<file path="src/rtl/rb_latch_ctrl.sv">
module rb_latch_ctrl #(
  parameter int NCH = 3,
  parameter int CW  = 16,
  parameter int SW  = 8
) (
  input  logic              clk,
  input  logic              rst_n,
  input  logic              cs_n,
  input  logic              rd_n,
  input  logic              wr_n,
  input  logic [1:0]        addr,
  input  logic [7:0]        wdata,
  input  logic [NCH*CW-1:0] cnt_live,
  input  logic [NCH*SW-1:0] stat_live,
  output logic [7:0]        rdata,
  output logic              rdata_oe
);
  localparam logic [1:0] CTRL_ADDR = 2'd3;

  logic rd_act, wr_act, cmd;
  logic [NCH-1:0] cnt_lat, stat_lat, byte_hi, rd_ch;
  logic [NCH-1:0][CW-1:0] cnt_hold;
  logic [NCH-1:0][SW-1:0] stat_hold;
  logic [NCH-1:0][7:0]    ch_byte;

  assign rd_act = !cs_n && !rd_n && wr_n;
  assign wr_act = !cs_n && !wr_n && rd_n;
  assign cmd    = wr_act && addr == CTRL_ADDR && wdata[7:6] == 2'b11 && !wdata[0];

  for (genvar i = 0; i < NCH; i++) begin : g_ch
    logic          cl, sl, hp;
    logic [CW-1:0] ch, cur;
    logic [SW-1:0] sh;
    wire           sel = cmd && wdata[i+1];

    assign rd_ch[i] = rd_act && addr == i[1:0];
    assign cur      = cl ? ch : cnt_live[CW*i +: CW];

    always_ff @(posedge clk or negedge rst_n) begin
      if (!rst_n) begin
        cl <= 1'b0;
        sl <= 1'b0;
        hp <= 1'b0;
        ch <= '0;
        sh <= '0;
      end else if (sel) begin
        if (!wdata[5] && !cl) begin
          cl <= 1'b1;
          ch <= cnt_live[CW*i +: CW];
          hp <= 1'b0;
        end
        if (!wdata[4] && !sl) begin
          sl <= 1'b1;
          sh <= stat_live[SW*i +: SW];
        end
      end else if (rd_ch[i]) begin
        if (sl) sl <= 1'b0;
        else begin
          hp <= !hp;
          if (hp) cl <= 1'b0;
        end
      end
    end

    assign cnt_lat[i]   = cl;
    assign stat_lat[i]  = sl;
    assign byte_hi[i]   = hp;
    assign cnt_hold[i]  = ch;
    assign stat_hold[i] = sh;
    assign ch_byte[i]   = sl ? sh : (hp ? cur[15:8] : cur[7:0]);
  end

  assign rdata_oe = rd_act && addr != CTRL_ADDR;
  assign rdata    = rdata_oe ? ch_byte[addr] : 8'h00;
endmodule

</file>
<file path="config.mk">
export PLATFORM = sky130hd
export DESIGN_NAME = rb_latch_ctrl
export DESIGN_NICKNAME = d
export VERILOG_FILES = /design/src/rtl/rb_latch_ctrl.sv
export SDC_FILE = /design/constraint.sdc
export NUM_CORES = 1
export LEC_CHECK = 0
export CAP_MARGIN = 15
export CORE_UTILIZATION = 55
export DETAILED_ROUTE_END_ITERATION = 8
export PLACE_DENSITY = 0.86
export SKIP_LAST_GASP = 1
export SYNTH_ARGS = -nofsm -noshare
export SYNTH_HDL_FRONTEND = slang
export SYNTH_SLANG_ARGS = --single-unit
</file>
<file path="constraint.sdc">
create_clock -name clk -period 5 [get_ports clk]
set_input_delay 1.25 -clock clk [delete_from_list [all_inputs] [get_ports clk]]
set_output_delay 1.25 -clock clk [all_outputs]
set_load 0.01 [all_outputs]
</file>
== Word-level counts from Yosys, hierarchy flattened ==
Cells that the tools add are included.
Cells by class
  order comparisons: 1
  equality and inequality tests: 14
  mux-type cells: 48
  reduce and logical (&&, ||, !) cells: 57
Operators with widths (number)
  $mux 8: 8
  $mux 16: 3
  $mux 1: 36
  $logic_and 1x1->1: 20
  $ne 2x1->1 const B: 9
  $reduce_and 2->1: 9
  $bmux 8 s2: 1
  $logic_not 1->1: 15
  $reduce_and 4->1: 3
  $reduce_bool 2->1: 6
  $reduce_and 3->1: 3
  $eq 2x2->1 const B: 3
  $lt 2x3->1 const B: 1
  $eq 2x1->1 const B: 1
  $logic_not 2->1: 1
  $ne 2x2->1 const B: 1
Word-level totals
  flip-flop bits (word level): 81
  input bits: 87
  output and inout port bits: 9
  word-level logic and storage cells: 135

== Longest topological paths before layout ==
  depth in word-level cells: 9
  mapped depth: 6

== Worst setup path before layout ==
Ideal clock, no wire load.
  path kind: input -> output
  start point: input port addr[1]
  end point: output port rdata[3]
  arrival: 2.650 ns
  data required time: 3.750 ns
  slack: 1.100 ns
  stages on the path: 5
  buffers on the path: 2
  path through: clkbuf_1 or4b_2 clkbuf_1 o22a_1 a31oi_1
Between the ends
  cells in the longest elaborated chain, start to end: 3
  elaborated cells on any way between the ends: 5
  classes of those cells: 1 x eq/ne; 3 x mux; 1 x reduce/logical
Ends and longest elaborated chain
  from (decl): line 11  | input logic [1:0] addr,
  $bmux 8 s2 or $ne 2x2->1 (tied branches): line 74, 73
  $mux 8 (implied by the code) or $logic_and 1x1->1 (tied branches): line 74, 73
  $mux 8 (*): line 74  | assign rdata = rdata_oe ? ch_byte[addr] : 8'h00;
  to (decl): line 15  | output logic [7:0] rdata,
Every way passes the cells marked *; elsewhere a longest branch is shown, timed or not. The select of a mux whose other input is x is not followed.

== Final worst setup path ==
Same ends and word-level chain as after synthesis.

==> impl_metrics.csv <==
group,metric,value,unit
routing,routed_wirelength,10.3,mm
clock_network,cts_made_buffers,9,
routing,drtAntennaViolNets,0,
routing,drc_errors,0,
pwr,p_per_area,261,nW/um^2
pwr,report.power.total,0.00142,W
clock_network,cts_tree,"done",
global_routing,first_global_vias,3229,
yosys,ys_top_cells_by_area,"dfrtp_1 48%, mux2_2 21%, mux2i_1 7.8%, mux4_2 4.3%, a221oi_1 1.7%",
yosys,synth_top_family_by_area,"multiplexers",
global_routing,grt_max_degree,82,
pwr,peakVddDrop,191,uV
floorplan,row_count,31,
routing,met3_length,692,um
yosys,synthMuxAreaShare,33.3,%
yosys,syn_nets,412,
setup_path,crit_fanout,8,
floorplan,die_h,89.8,um
yosys,ys_dominant_reg_cell,"dfrtp_1",
outcome,status,"complete, no violations",
yosys,netlist_area,4240,um^2
clock_network,cts_hold_buffers,0,
clock_network,clockBufferDepth,2,
yosys,synth_xor_area_share,0,%
placement,placedCellCount,506,
floorplan,fp.dieArea,8060,um^2
routing,vias_per_cell,6.03,
global_routing,track_usage,27.0,%
pwr,leakage,2.34,nW
routing,drtPass1Iterations,5,
placement,globalplace.congestion,0.879,
setup_path,arrival,3640,ps
final_layout,n_antenna_cell,0,
yosys,synth_cell_type_count,42,
sta,slew_viol_final,0,
sta,tightestPinTransition,983,ps
clock_network,post_cts_resized,0,
yosys,yosysTopAreaCell,"dfrtp_1",
yosys,netlist.area_leader.share,47.8,%
setup_path,crit_path_end_kind,"primary output",
yosys,synth_edf_count,0,
global_routing,antenna_found_initial,0,
sta,maxSlewHeadroom,34.5,%
routing,top_layer,"met4",
yosys,synthAdderAreaFrac,0,%
placement,place_hpwl,7.70,mm
sta,timing.fmax,0.204,GHz
clock_network,clk_transition_reported_paths,70,ps
clock_network,cts-root-buf,"clkbuf_8",
yosys,synth_seq_cells,81,
setup_path,start_kind,"input pin",
routing,num_vias,3143,
setup_path,cp.required,3750,ps
sta,tns,0,ps
sta,hold_viol,0,
routing,wl_per_cell,19.7,um
floorplan,core_area,7370,um^2
final_layout,layout.nets,505,
placement,port_buffers,95,
routing,drtIter0Drc,153,
clock_network,htreeDepth,3,
sta,fin_crit_sh,97.9,%
yosys,synth_compound_area_share,6.64,%
sta,finalSetupViolations,0,
floorplan,die_w,89.8,um
final_layout,stdcell_count,521,
yosys,yosysWarnings,0,
clock_network,clock-sinks,81,
clock_network,clock_latency,350,ps
global_routing,grt-ovfl-total,0,
setup_path,path_class,"input pin to primary output",
yosys,avgSynthCellArea,13.0,um^2
global_routing,grt_pass1_wl,16.6,mm
final_layout,layout-drive-gt1-share,28.0,%
sta,finClkSkew,11.2,ps
yosys,synthSimpleGateAreaFrac,10.1,%
final_layout,area_delta_synth_final,28.8,%
clock_network,post_cts_buffers,0,
yosys,yosysSeqAreaShare,47.8,%
sta,fin_crit,4890,ps
yosys,async_flop_share,100,%
yosys,synth_cells,325,
floorplan,start_util,57.5,%
floorplan,ios,96,
run,maxCapViolations,0,
routing,route.layer.met1.wl,4.15,mm
sta,rsz0062_at_grt,"false",
hold_path,hold_path_class,"flop to flop",
routing,wl_met2,5.24,mm
==> cell type report <==
class / instances / area, um^2
Tap cell: 99 / 124
Timing Repair Buffer: 101 / 996
Sequential cell: 81 / 2030
Clock inverter: 2 / 12.5
Multi-Input combinational cell: 224 / 2130
Clock buffer: 13 / 169
Inverter: 1 / 3.75
Fill cell: 505 / 1910
==> placed cells by master, fill, tap and decap left out, drive strengths merged, types with 4 or more instances in the layout <==
master         synthesis  routed
nand3b                 4       4
a221oi                 8       8
mux2                  80      80
mux4                   8       8
a21oi                  4       4
nor2                  15      15
clkbuf                 9      13
o22ai                  9       9
nand2                 11      11
clkdlybuf4s50          0      93
o21ai                  5       5
mux2i                 33      33
nor3b                  4       4
a31oi                  8       8
buf                   10       7
dfrtp                 81      81
o22a                   4       4
==> registers in the layout, indices dropped and copies added, names as in the netlist <==
register / count
g_ch.sh: 24
g_ch.ch: 48
g_ch.hp: 3
g_ch.cl: 3
g_ch.sl: 3
==> power by group <==
group / leakage [nW] / switching, W / internal [W]
clock network: 0.0915 / 0.000225 / 0.000218
logic: 1.13 / 0.0000978 / 0.000157
registers: 1.12 / 0.0000454 / 0.000681
==> stage by stage <==
stage	cell area, um^2	hold slack [ps]	worst slack [ps]	utilization [%]
final	5460	502	107	74.1
after detailed placement	5270	489	85.3	71.5
after CTS	5450	506	77.8	73.9
after global routing	5460	512	30.9	74.1
after global placement	5270	484	137	71.5
after floorplan	4240	459	1100	-
==> synth_stat cells, types with 5 or more instances <==
library cell / n
mux2_2: 79
mux2i_1: 33
nor2_1: 15
o21ai_0: 5
a31oi_1: 8
a221oi_1: 8
buf_2: 7
mux4_2: 8
o22ai_1: 9
nand2_1: 11
dfrtp_1: 81
clkbuf_1: 9
==> routing by layer <==
| layer | vias to the layer above | global-route usage [%] |
|---|---|---|
| li1 | 1423 | - |
| met1 | 1561 | 35.7 |
| met2 | 142 | 45.3 |
| met3 | 17 | 3.98 |
| met4 | 0 | 9.70 |
| met5 | - | 0 |
==> worst max-delay path: stages <==
cell             delay (ps)
clkdlybuf4s50_1         510
or4b_2                  770
o22ai_1                 200
a221oi_1                 80
a31oi_1                 250
clkdlybuf4s50_1         580
==> path summary, 6_finish.rpt <==
path	start	depth (start not counted)	to	slack (ps)
hold / removal	g_ch[0].ch[9]	1	g_ch[0].ch[9]	500
setup / recovery	addr[1]	6	rdata[3]	110
min in group asynchronous	rst_n	1	g_ch[1].ch[13]	1060
setup reg to reg	g_ch[0].cl	2	g_ch[0].ch[10]	2990
hold reg to reg	g_ch[0].ch[9]	1	g_ch[0].ch[9]	500
max in group asynchronous	rst_n	1	g_ch[0].ch[12]	3300
==> kinds of logic after synthesis <==
family	after synthesis
mux	121
flops	81
simple gates	62
compound gates	41
buf+inv	20
Note: power is estimated with default switching activity, not from simulation.
